$ cat src/rtl/resp_ring_pkg.sv
package resp_ring_pkg;
    localparam int LANES   = 2;
    localparam int DEPTH   = 4;
    localparam int ADDR_W  = 4;
    localparam int DATA_W  = 10;
    localparam int TAG_W   = 2;
    localparam int ERR_W   = 3;
    localparam int CMD_W   = 4;
    localparam int WORD_W  = ADDR_W + DATA_W + TAG_W;
    localparam int TOTAL   = LANES * DEPTH;
    localparam int LPTR_W  = $clog2(DEPTH);
    localparam int PTR_W   = $clog2(TOTAL);
    localparam logic [CMD_W-1:0] REQ_CMD = 4'h2;

    typedef struct packed {
        logic [ADDR_W-1:0] addr;
        logic [DATA_W-1:0] data;
        logic [TAG_W-1:0]  tag;
    } entry_t;

    function automatic logic [TAG_W-1:0] lane_tag(input int lane);
        return TAG_W'(lane + 1);
    endfunction

    function automatic logic is_uniform(input logic [DATA_W-1:0] d);
        return (d == '0) || (d == '1);
    endfunction
endpackage

$ cat src/rtl/rrc_lane_capture.sv
module rrc_lane_capture
    import resp_ring_pkg::*;
#(
    parameter logic [TAG_W-1:0] TAG = 2'b01
) (
    input  logic              clk,
    input  logic              rst,
    input  logic              done_i,
    input  logic [CMD_W-1:0]  cmd_i,
    input  logic [ADDR_W-1:0] addr_i,
    input  logic [DATA_W-1:0] rsp_i,
    input  logic [ERR_W-1:0]  err_i,
    input  logic              shut_i,
    input  logic              abort_i,
    input  logic              loop_i,
    output logic              wr_en_o,
    output logic [LPTR_W-1:0] wr_idx_o,
    output entry_t            wr_word_o
);
    logic              pend_q;
    logic [ADDR_W-1:0] held_q;
    logic [LPTR_W-1:0] wptr_q;
    logic              act, clean, self_ok, take, adv;

    always_comb begin
        act     = done_i && !abort_i;
        clean   = (err_i == '0);
        self_ok = is_uniform(rsp_i) && (held_q == ~rsp_i[ADDR_W-1:0]);
        if (loop_i) begin
            take = act && pend_q && !shut_i && clean && self_ok;
            adv  = act;
        end else begin
            take = act && pend_q && !shut_i;
            adv  = take;
        end
    end

    assign wr_en_o   = take;
    assign wr_idx_o  = wptr_q;
    assign wr_word_o = '{addr: held_q, data: (clean ? rsp_i : '0), tag: TAG};

    always_ff @(posedge clk) begin
        if (rst) begin
            pend_q <= 1'b0;
            held_q <= '0;
            wptr_q <= '0;
        end else begin
            if (abort_i) begin
                pend_q <= 1'b0;
            end else if (done_i) begin
                pend_q <= (cmd_i == REQ_CMD);
                held_q <= addr_i;
            end
            if (adv) wptr_q <= wptr_q + 1'b1;
        end
    end
endmodule

$ cat src/rtl/rrc_ring_store.sv
module rrc_ring_store
    import resp_ring_pkg::*;
(
    input  logic                          clk,
    input  logic                          rst,
    input  logic [LANES-1:0]              wr_en_i,
    input  logic [LANES-1:0][LPTR_W-1:0]  wr_idx_i,
    input  entry_t [LANES-1:0]            wr_word_i,
    input  logic                          clr_en_i,
    input  logic [PTR_W-1:0]              clr_idx_i,
    output logic [TOTAL-1:0][WORD_W-1:0]  mem_o
);
    for (genvar e = 0; e < TOTAL; e++) begin : g_slot
        localparam int LN = e / DEPTH;
        localparam int SL = e % DEPTH;
        logic hit_wr, hit_clr;
        assign hit_wr  = wr_en_i[LN] && (wr_idx_i[LN] == LPTR_W'(SL));
        assign hit_clr = clr_en_i && (clr_idx_i == PTR_W'(e));
        always_ff @(posedge clk) begin
            if (rst)          mem_o[e] <= '0;
            else if (hit_wr)  mem_o[e] <= wr_word_i[LN];
            else if (hit_clr) mem_o[e] <= '0;
        end
    end
endmodule

$ cat src/rtl/rrc_read_scan.sv
module rrc_read_scan
    import resp_ring_pkg::*;
(
    input  logic [TOTAL-1:0][WORD_W-1:0] mem_i,
    input  logic [PTR_W-1:0]             rptr_i,
    output logic                         found_o,
    output logic [PTR_W-1:0]             idx_o
);
    logic [PTR_W-1:0] cand;

    always_comb begin
        found_o = 1'b0;
        idx_o   = rptr_i;
        cand    = rptr_i;
        for (int k = TOTAL - 1; k >= 0; k--) begin
            cand = rptr_i + PTR_W'(k);
            if (mem_i[cand] != '0) begin
                found_o = 1'b1;
                idx_o   = cand;
            end
        end
    end
endmodule

$ cat src/rtl/resp_ring_capture.sv
module resp_ring_capture
    import resp_ring_pkg::*;
(
    input  logic                         clk,
    input  logic                         rst,
    input  logic [LANES-1:0]             done_i,
    input  logic [LANES-1:0][CMD_W-1:0]  cmd_i,
    input  logic [LANES-1:0][ADDR_W-1:0] addr_i,
    input  logic [LANES-1:0][DATA_W-1:0] rsp_i,
    input  logic [LANES-1:0][ERR_W-1:0]  err_i,
    input  logic [LANES-1:0]             shut_i,
    input  logic [LANES-1:0]             abort_i,
    input  logic [LANES-1:0]             loop_i,
    input  logic                         rd_req_i,
    output logic [WORD_W-1:0]            rd_data_o
);
    logic [LANES-1:0]              wr_en_w;
    logic [LANES-1:0][LPTR_W-1:0]  wr_idx_w;
    entry_t [LANES-1:0]            wr_word_w;
    logic [TOTAL-1:0][WORD_W-1:0]  mem_q;
    logic [PTR_W-1:0]              rptr_q;
    logic [PTR_W-1:0]              hit_idx;
    logic                          hit;
    logic                          clr_en;

    for (genvar l = 0; l < LANES; l++) begin : g_lane
        rrc_lane_capture #(.TAG(lane_tag(l))) u_cap (
            .clk       (clk),
            .rst       (rst),
            .done_i    (done_i[l]),
            .cmd_i     (cmd_i[l]),
            .addr_i    (addr_i[l]),
            .rsp_i     (rsp_i[l]),
            .err_i     (err_i[l]),
            .shut_i    (shut_i[l]),
            .abort_i   (abort_i[l]),
            .loop_i    (loop_i[l]),
            .wr_en_o   (wr_en_w[l]),
            .wr_idx_o  (wr_idx_w[l]),
            .wr_word_o (wr_word_w[l])
        );
    end

    rrc_read_scan u_scan (
        .mem_i   (mem_q),
        .rptr_i  (rptr_q),
        .found_o (hit),
        .idx_o   (hit_idx)
    );

    assign clr_en = rd_req_i && hit;

    rrc_ring_store u_store (
        .clk       (clk),
        .rst       (rst),
        .wr_en_i   (wr_en_w),
        .wr_idx_i  (wr_idx_w),
        .wr_word_i (wr_word_w),
        .clr_en_i  (clr_en),
        .clr_idx_i (hit_idx),
        .mem_o     (mem_q)
    );

    always_ff @(posedge clk) begin
        if (rst) begin
            rptr_q    <= '0;
            rd_data_o <= '0;
        end else if (rd_req_i) begin
            rd_data_o <= hit ? mem_q[hit_idx] : '0;
            if (hit) rptr_q <= hit_idx + 1'b1;
        end
    end
endmodule

$ cat config.mk
export PLATFORM = sky130hd
export DESIGN_NAME = resp_ring_capture
export DESIGN_NICKNAME = d
export VERILOG_FILES = /design/src/rtl/resp_ring_pkg.sv /design/src/rtl/rrc_lane_capture.sv /design/src/rtl/rrc_ring_store.sv /design/src/rtl/rrc_read_scan.sv /design/src/rtl/resp_ring_capture.sv
export SDC_FILE = /design/constraint.sdc
export NUM_CORES = 1
export LEC_CHECK = 0
export BUFFER_PORTS_ARGS = -buffer_cell sky130_fd_sc_hd__buf_2
export CELL_PAD_IN_SITES_DETAIL_PLACEMENT = 2
export CELL_PAD_IN_SITES_GLOBAL_PLACEMENT = 2
export CORE_MARGIN = 2
export CORE_UTILIZATION = 33
export CTS_CLUSTER_DIAMETER = 30
export DETAILED_ROUTE_END_ITERATION = 10
export HOLD_SLACK_MARGIN = 0.05
export PLACE_DENSITY = 0.85
export SYNTH_ARGS = -nofsm -noshare
export SYNTH_HDL_FRONTEND = slang
export SYNTH_SLANG_ARGS = --single-unit
$ cat constraint.sdc
create_clock -name clk -period 4.26 [get_ports clk]
set_clock_uncertainty 0.05 [all_clocks]
set_input_delay 0.639 -clock clk [delete_from_list [all_inputs] [get_ports clk]]
set_output_delay 0.639 -clock clk [all_outputs]
set_load 0.03 [all_outputs]
==> results of run 1 <==
[sequential cells by signal, summed over array words and instances, names as in the netlist]
signal / cells
rd_data_o: 16
g_lane.u_cap.held_q: 8
g_lane.u_cap.pend_q: 2
u_store.mem_o: 120
g_lane.u_cap.wr_idx_o: 4
rptr_q: 3
[kinds of logic after synthesis]
kind of cell / Yosys count / synth area share [%]
and+or+nand+nor: 397 / 22.4
xor gates and xnor gates: 15 / 1.49
buffers and inverters: 117 / 6.23
adders and majority gates: 11 / 1.56
AOI/OAI and AO/OA: 273 / 24.0
DFF: 153 / 34.7
muxes: 82 / 9.65
[metrics by stage]
stage | hold slack (ps) | total power [mW] | setup TNS [ps] | utilization [%]
6_report | 300 | 8.81 | -2240 | 40.9
5_1_grt | 304 | 8.91 | -9690 | 40.8
4_1_cts | 306 | 7.84 | 0 | 39.7
3_5_place_dp | 430 | 6.06 | -353 | 37.2
3_3_place_gp | 416 | 5.93 | 0 | 37.2
2_1_floorplan | 410 | 4.52 | 0 | -
[cells in the final DEF, fill, tap and decap left out, drive strengths merged, types with 29 or more instances in the layout]
master	synthesis	routed
nor2	154	155
dfxtp	153	153
buf	36	148
mux2i	75	75
a32oi	74	74
nand3	52	52
nand2	47	47
nor4	45	45
a21oi	44	44
a22oi	33	33
o21ai	31	31
nor3	29	29
[layer usage]
layer	global-route usage [%]	part of all wire [%]
met1	40.3	37
met2	53.0	45
met3	6.38	11
met4	14.3	6.7
met5	0	0.020
[path summary, 6_finish.rpt]
check	start	endpoint	slack, ps	cells past startpoint
setup / recovery	rptr_q[0]$_SDFFE_PP0P_	rd_data_o[10]$_SDFFE_PP0P_	-270	13
hold / removal	abort_i[0]	g_lane[0].u_cap.pend_q$_SDFFE_PP0P_	300	2
setup reg to reg	rptr_q[0]$_SDFFE_PP0P_	rd_data_o[10]$_SDFFE_PP0P_	-270	13
hold reg to reg	rd_data_o[5]$_SDFFE_PP0P_	rd_data_o[5]$_SDFFE_PP0P_	450	1
[repair_timing]
item / in CTS / in global routing
pin swaps: 1 / 8
gates cloned: 0 / 3
gates resized for setup: 13 / 33
setup endpoints to repair: 87 / 118
buffers inserted: 0 / 9
[final cells by class]
cell class / instances / area, sq um / area share (%)
Clock buffer: 21 / 480 / 4.49
Inverter: 23 / 86.3 / 0.806
Multi-Input combinational cell: 780 / 5490 / 51.2
Antenna cell: 4 / 10.0 / 0.0935
Clock inverter: 11 / 109 / 1.02
Timing Repair Buffer: 149 / 1050 / 9.82
Sequential cell: 153 / 3070 / 28.6
Tap cell: 335 / 419 / 3.91
[power by group through the flow]
stage	registers [mW]	clock network, mW	logic [mW]
floorplan	1.57	0	2.95
global placement	1.55	0	4.38
detailed placement	1.55	0	4.51
CTS	1.52	1.60	4.73
global route	1.53	1.67	5.71
finish	1.53	1.62	5.65
[worst max-delay path, delay by kind of cell, from the launching register on]
family,cells,cell delay [ps]
mux,3,1220
buf+inv,2,430
flops,1,410
simple gates,4,1060
compound gates,4,1210
==> results.yml, run 1 <==
global_route:
  track_usage_pct: 32.0
  grt_max_degree: 76
  grt_pass1_vias: 10307
  overflow: 0
  antenna_found_initial: 4
  grt_pass1_wl_um: 68100
sta:
  fin_crit_ps: 4530
  max_freq_ghz: 0.221
  min_period_over_period_pct: 106
  finalSetupViolations: 37
  final.setup.worst_slack_ps: -273
  hold_viol_final: 0
  slew-limit-headroom_pct: 8.28
  worstMarginPinSlew_ps: 1370
  drv_slew: 0
logic_synthesis:
  yosysMostFrequentCell: "dfxtp_1"
  async_reset_ff_share_pct: 0
  syn_area_sq_um: 8830
  yosysSeqAreaShare_pct: 34.7
  synth_top_area_share_pct: 34.7
  yosys_most_used_dff: "dfxtp_1"
  synth-edff-count: 0
  syn_inst: 1048
  yosys_warnings: 0
  avgSynthCellArea_sq_um: 8.43
  synth_common_cells: "dfxtp_1 (153), nor2_1 (152), mux2i_1 (75)"
  synth_fp_nets: 1112
  ys_top_cells_by_area: "dfxtp_1 (35%), mux2i_1 (8.5%), a32oi_1 (7.3%)"
  synth-seq-cells: 153
  synth_cell_types: 78
  yosysTopAreaCell: "dfxtp_1"
cts:
  tritoncts.num_buffers: 17
  clk_pin_slew_ps: 70
  numClockSinks: 153
  root_buffer: "clkbuf_16"
  clk_latency_ps: 480
  cts_tree: "done"
  cts_buffer_depth: 2
  hold_buffers: 0
  h-tree-depth: 4
place:
  placed_area_sq_um: 9760
  place.gp.congestion: 0.979
  dpl.hpwl_um: 29200
  placed_cells: 1428
  portBuffers: 68
  place_ws_ps: -69.9
critical_path:
  cp.arrival_ps: 4830
  critPathMaxStageDelay_ps: 620
  end_kind: "register"
  crit_top_cell: "mux2i_1"
  critPathKind: "register to register"
  crit_slowest_cell: "mux2i_1"
  path_cells: "buf_12 -> nor4b_1 -> nor2_1 -> o32ai_2 -> nand3_1 -> mux2i_1 -> o211ai_4 -> a31o_2 -> nand2_1 -> buf_12 -> mux2i_1 -> mux2i_1 -> a221o_1"
  required_ps: 4560
  cp_max_fo: 31
  startpoint_type: "register"
pwr:
  irDropWorstVdd_v: 0.000507
  power_density_nw_per_um2: 822
  p_int_mw: 4.34
  switching_power_mw: 4.46
  p_leak_nw: 4.01
  p_seq_share_pct: 17.4
  swShare_pct: 50.7
  pwr-share-comb_pct: 64.2
  clkPwrFrac_pct: 18.4
die:
  rows: 59
  dieArea_sq_um: 28100
  num_io_pins: 69
  start_util_pct: 33.7
  core_sq_um: 26200
  die_x_um: 168
  dieHeight_um: 168
outcome:
  status: "finished with violations"
  violations: "negative setup slack"
final_layout:
  layoutNonFillerInstCount: 1476
  final_nets: 1188
  area_delta_synth_final_pct: 21.2
  nFillCells: 2824
  final_area_sq_um: 10700
  drive_above_1_share_pct: 22.4
drt:
  ant_nets: 0
  wire_per_inst_um: 34.5
  drc: 0
  drt_iter0_markers: 1436
  vias: 10634
  drt_first_pass_iters: 6
  drt_wl_total_um: 50900
  vias_per_cell: 7.20
run:
  cap_violations: 0
hold_path:
  hp-class: "input pin to register"
(Power assumes the default switching activity.)
==> run 2, diff against run 1 <==
--- a/config.mk
+++ b/config.mk
@@ -14,6 +14,7 @@
 export DETAILED_ROUTE_END_ITERATION = 10
 export HOLD_SLACK_MARGIN = 0.05
 export PLACE_DENSITY = 0.85
+export REMOVE_ABC_BUFFERS = 1
 export SYNTH_ARGS = -nofsm -noshare
 export SYNTH_HDL_FRONTEND = slang
 export SYNTH_SLANG_ARGS = --single-unit
==> results.yml, run 2 (synthesis results as in run 1) <==
outcome:
  status: "finished with violations"
  violations: "negative setup slack"
sta:
  worstMarginPinSlew_ps: 1360
  slew-limit-headroom_pct: 9.15
  hold_viol_final: 0
  final.setup.worst_slack_ps: -88.1
  max_freq_ghz: 0.230
  fin_crit_ps: 4350
  finalSetupViolations: 12
  rsz0062_at_grt: "yes"
  drv_slew: 0
  min_period_over_period_pct: 102
die:
  start_util_pct: 33.7
  dieHeight_um: 168
  rows: 59
  die_x_um: 168
  num_io_pins: 69
  dieArea_sq_um: 28100
  core_sq_um: 26200
drt:
  ant_nets: 0
  drt_first_pass_iters: 9
  drt_wl_total_um: 46800
  vias_per_cell: 6.90
  vias: 10104
  drt_iter0_markers: 1266
  drc: 0
  wire_per_inst_um: 31.9
cts:
  clk_pin_slew_ps: 70
  cts_tree: "done"
  tritoncts.num_buffers: 17
  hold_buffers: 0
  root_buffer: "clkbuf_16"
  h-tree-depth: 4
  cts_buffer_depth: 2
  numClockSinks: 153
  clk_latency_ps: 450
final_layout:
  top_register: "u_store.mem_o"
  top_regs: "u_store.mem_o: 120 flops, rd_data_o: 16 flops, g_lane.u_cap.held_q: 8 flops"
  final_nets: 1179
  layoutNonFillerInstCount: 1465
  final_common_cell: "dfxtp_1"
  drive_above_1_share_pct: 20.8
  area_delta_synth_final_pct: 20.5
  layout_common_cells: "dfxtp_1 (152), nor2_1 (151), a32oi_1 (74), mux2i_1 (72), buf_2 (67)"
  largest_reg_flops: 120
  final_area_sq_um: 10600
critical_path:
  critPathKind: "register to register"
  required_ps: 4540
  end_kind: "register"
  crit_slowest_cell: "nor4_1"
  critPathMaxStageDelay_ps: 600
  startpoint_type: "register"
  path_cells: "nor4_1 -> mux2i_1 -> a2111oi_4 -> a21oi_2 -> buf_4 -> mux2_2 -> o211ai_2 -> a31oi_2 -> nor2_4 -> buf_4 -> mux2i_2 -> mux2i_1 -> a221o_1"
  cp_max_fo: 9
  cp.arrival_ps: 4630
global_route:
  track_usage_pct: 31.5
  overflow: 0
  grt_pass1_wl_um: 67400
  antenna_found_initial: 2
  grt_max_degree: 73
  grt_pass1_vias: 10503
pwr:
  switching_power_mw: 4.27
  p_int_mw: 4.40
  pwr-share-comb_pct: 63.5
  p_leak_nw: 3.99
  p_seq_share_pct: 17.6
  clkPwrFrac_pct: 18.9
  power_density_nw_per_um2: 815
  irDropWorstVdd_v: 0.000396
  swShare_pct: 49.2
place:
  place_ws_ps: 42.0
  dpl.hpwl_um: 28900
  placed_cells: 1422
  portBuffers: 68
  place.gp.congestion: 0.941
  placed_area_sq_um: 9710
hold_path:
  hp-class: "input pin to register"
run:
  cap_violations: 0
-- run 2: changes by cell type in the layout (fill, tap and decap cells not counted), moves of 3 or more --
| cell | delta |
|---|---|
| nor4_2 | -4 |
| nor4_1 | +3 |
| o21ai_1 | +3 |
| a311oi_1 | +5 |
| a311oi_2 | -5 |
| a211oi_1 | +3 |
| clkbuf_8 | -3 |
| buf_4 | -7 |
-- run 2: cell type report --
cell class                      instances  area [sq um]
Clock buffer                           19           443
Fill cell                            2834         15600
Clock inverter                         13           166
Tap cell                              335           419
Sequential cell                       153          3070
Timing Repair Buffer                  142          1000
Antenna cell                            2          5.00
Multi-Input combinational cell        778          5460
Inverter                               23          88.8
-- run 2: what timing repair did --
item | CTS | global route
setup buffers | 2 | 6
endpoints found under the hold margin | 0 | 0
setup endpoints to repair | 43 | 133
gates cloned | 0 | 1
resized for setup | 13 | 31
pin swaps | 1 | 6
-- run 2: path summary, 6_finish.rpt --
kind / from / end / slack, ps / cells after the start
worst max-delay path: u_store.mem_o[68]$_SDFFE_PP0P_ / rd_data_o[9]$_SDFFE_PP0P_ / -90 / 13
worst min-delay path: abort_i[0] / g_lane[0].u_cap.pend_q$_SDFFE_PP0P_ / 320 / 2
worst max register to register: u_store.mem_o[68]$_SDFFE_PP0P_ / rd_data_o[9]$_SDFFE_PP0P_ / -90 / 13
worst min register to register: rd_data_o[2]$_SDFFE_PP0P_ / rd_data_o[2]$_SDFFE_PP0P_ / 410 / 2
-- run 2: worst max-delay path: cells and delay by family, from the launching register on --
family | cells | cell delay [ps]
and+or+nand+nor | 2 | 860
AOI/OAI and AO/OA | 5 | 1420
buffers and inverters | 2 | 450
muxes | 4 | 1040
DFF | 1 | 400
-- run 2: power groups by stage --
stage,Combinational [mW],Clock (mW),Sequential (mW)
5_1_grt,5.62,1.70,1.53
3_5_place_dp,4.60,0,1.55
6_report,5.51,1.64,1.53
4_1_cts,4.88,1.64,1.52
3_3_place_gp,4.43,0,1.55
2_1_floorplan,2.80,0,1.64
-- run 2: per-stage QoR --
| stage | utilization (%) | hold WS [ps] | total power [mW] | TNS, ps |
|---|---|---|---|---|
| after global routing | 40.6 | 318 | 8.85 | -6450 |
| after global placement | 37.1 | 395 | 5.97 | 0 |
| final | 40.6 | 316 | 8.68 | -434 |
| after CTS | 39.7 | 304 | 8.03 | -42.0 |
| after detailed placement | 37.1 | 396 | 6.15 | 0 |
| after floorplan | - | 404 | 4.44 | -323450 |
-- run 2: layer usage --
| metal | vias up | track usage, % | wire [um] |
|---|---|---|---|
| met2 | 704 | 53.1 | 21900 |
| met4 | 0 | 16.7 | 2820 |
| met1 | 5027 | 37.9 | 18400 |
| li1 | 4146 | - | - |
| met5 | - | 0 | 0 |
| met3 | 227 | 6.36 | 3760 |
==> run 3, diff against run 2 <==
--- a/config.mk
+++ b/config.mk
@@ -5,11 +5,12 @@
 export SDC_FILE = /design/constraint.sdc
 export NUM_CORES = 1
 export LEC_CHECK = 0
+export ABC_AREA = 1
 export BUFFER_PORTS_ARGS = -buffer_cell sky130_fd_sc_hd__buf_2
 export CELL_PAD_IN_SITES_DETAIL_PLACEMENT = 2
 export CELL_PAD_IN_SITES_GLOBAL_PLACEMENT = 2
 export CORE_MARGIN = 2
-export CORE_UTILIZATION = 33
+export CORE_UTILIZATION = 29
 export CTS_CLUSTER_DIAMETER = 30
 export DETAILED_ROUTE_END_ITERATION = 10
 export HOLD_SLACK_MARGIN = 0.05
==> results.yml, run 3 <==
outcome:
  status: "finished clean"
cts:
  cts_buffer_depth: 2
  clk_pin_slew_ps: 80
  cts_tree: "done"
  tritoncts.num_buffers: 17
  hold_buffers: 0
  root_buffer: "clkbuf_16"
  h-tree-depth: 4
  clk_latency_ps: 480
  numClockSinks: 153
logic_synthesis:
  syn_inst: 1862
  yosys_most_used_dff: "dfxtp_1"
  yosysMostFrequentCell: "nand2_1"
  synth_top_area_share_pct: 28.3
  synth_common_cells: "nand2_1 (669), nand3_1 (211), inv_1 (164)"
  yosys_warnings: 0
  synth_cell_types: 45
  async_reset_ff_share_pct: 0
  avgSynthCellArea_sq_um: 5.81
  synth-edff-count: 0
  yosysTopAreaCell: "dfxtp_1"
  syn_area_sq_um: 10800
  synth-seq-cells: 153
  ys_top_cells_by_area: "dfxtp_1 (28%), nand2_1 (23%), nand3_1 (9.8%)"
  yosysSeqAreaShare_pct: 28.3
global_route:
  track_usage_pct: 26.4
  overflow: 0
  grt_pass1_vias: 14120
  grt_pass1_wl_um: 80000
  antenna_found_initial: 0
  grt_max_degree: 109
sta:
  finalSetupViolations: 0
  fin_crit_ps: 4240
  worstMarginPinSlew_ps: 846
  drv_slew: 0
  slew-limit-headroom_pct: 43.6
  max_freq_ghz: 0.236
  hold_viol_final: 0
  tns_ps: 0
  final.setup.worst_slack_ps: 20.0
  min_period_over_period_pct: 99.5
  holdWs_ps: 308
critical_path:
  required_ps: 4580
  startpoint_type: "register"
  crit_family: "simple AND/OR/NAND/NOR gates"
  critPathMaxStageDelay_ps: 440
  crit_slowest_cell: "dfxtp_4"
  cp_max_fo: 25
  cp_num_buf_inv: 6
  end_kind: "register"
  path_cells: "inv_6 -> ha_1 -> clkinv_1 -> buf_6 -> nand3_1 -> nor2_1 -> nor2_1 -> nor2_1 -> nand4_1 -> nor2b_1 -> nor2_1 -> nor2_2 -> nand2_1 -> nand2_4 -> nand2_8 -> buf_4 -> buf_4 -> o21ai_0 -> nand2_1 -> nand3_1 -> nand3_1 -> nand2_1 -> inv_1"
  crit_top_cell: "nor2_1"
  cp.arrival_ps: 4560
  critPathKind: "register to register"
pwr:
  irDropWorstVdd_v: 0.000313
  p_leak_nw: 5.27
  power_density_nw_per_um2: 437
final_layout:
  layoutNonFillerInstCount: 2369
  regArea_sq_um: 3070
  top_regs: "u_store.mem_o: 120 flops, rd_data_o: 16 flops, g_lane.u_cap.held_q: 8 flops"
  drive_above_1_share_pct: 9.57
  largest_reg_flops: 120
  final_common_cell: "nand2_1"
  top_register: "u_store.mem_o"
  final_nets: 1952
  layout_common_cells: "nand2_1 (667), nand3_1 (211), inv_1 (164), dfxtp_1 (151), a21oi_1 (150)"
  n_antenna_cell: 0
  area_delta_synth_final_pct: 13.4
  nFillCells: 4448
  multi_input_area_sq_um: 6600
drt:
  ant_nets: 0
  vias: 13700
  drt_first_pass_iters: 5
  drt_wl_total_um: 57600
  drc: 0
  drt_iter0_markers: 1196
  wire_per_inst_um: 24.3
  vias_per_cell: 5.78
hold_path:
  hp-class: "input pin to register"
die:
  dieHeight_um: 197
  core_sq_um: 36700
  rows: 70
  num_io_pins: 69
  dieArea_sq_um: 38900
  start_util_pct: 29.5
  die_x_um: 197
place:
  place.gp.congestion: 0.924
  portBuffers: 68
  place_ws_ps: 44.4
  placed_cells: 2325
  dpl.hpwl_um: 36300
run:
  cap_violations: 0
run 3: changes by cell type after synthesis, sizes merged, moves of 17 or more:
cell    before  now
a22oi       33    0
nor3        29    8
clkbuf      58   37
nand3       52  213
mux2i       75    1
o21ai       31  148
buf         36   66
nand2       47  682
a221o       17    0
nor4        45    5
a32oi       74    0
a21oi       44  153
inv         23  168
run 3: kinds of logic after synthesis:
kind of cell	synth area share [%]
multiplexers	0.0925
buffers and inverters	11.5
AO/OA/AOI/OAI	15.9
XOR/XNOR	0.324
adder cells (fa/ha/maj)	1.27
flip-flops	28.3
AND/OR/NAND/NOR	42.7
run 3: per-layer routing:
layer / GRT usage [%] / routed length [um]
met1: 33.7 / 24200
met5: 0 / 0
met4: 10.2 / 2410
met2: 45.3 / 27900
met3: 3.14 / 3140
run 3: worst paths after layout:
path              slack, ps                      startpoint  cells past startpoint                                   to
setup / recovery         20          rptr_q[0]$_SDFFE_PP0P_                     23           rd_data_o[11]$_SDFFE_PP0P_
hold / removal          310                      abort_i[0]                      2  g_lane[0].u_cap.pend_q$_SDFFE_PP0P_
setup reg to reg         20          rptr_q[0]$_SDFFE_PP0P_                     23           rd_data_o[11]$_SDFFE_PP0P_
hold reg to reg         420  u_store.mem_o[63]$_SDFFE_PP0P_                      2       u_store.mem_o[63]$_SDFFE_PP0P_
run 3: what timing repair did:
| action | in CTS | in global routing |
|---|---|---|
| pin swaps | 0 | 2 |
| gates cloned | 0 | 2 |
| setup buffers | 0 | 10 |
| gates resized for setup | 1 | 27 |
| setup endpoints to repair | 4 | 125 |
run 3: final cells by class:
cell class / count / share of cell area, %
multi-input combinational: 1438 / 53.8
sequential: 153 / 25.0
timing repair buffer: 109 / 6.20
inverter: 169 / 5.33
tap: 468 / 4.77
clock buffer: 20 / 3.81
clock inverter: 12 / 1.11
run 3: where the power goes:
| group | internal (mW) | switching (mW) | leakage (nW) | total, mW |
|---|---|---|---|---|
| Combinational | 0.618 | 1.57 | 3.74 | 2.19 |
| Sequential | 1.48 | 0.0518 | 1.24 | 1.53 |
| Clock | 0.918 | 0.727 | 0.289 | 1.64 |
| Total | 3.01 | 2.35 | 5.27 | 5.36 |
run 3: stage by stage:
stage | instance area, sq um | power, mW | util [%]
floorplan | 10200 | 2.76 | -
global placement | 11400 | 3.39 | 31.2
detailed placement | 11400 | 3.48 | 31.2
CTS | 12000 | 5.13 | 32.8
global route | 12300 | 5.61 | 33.5
finish | 12300 | 5.36 | 33.5
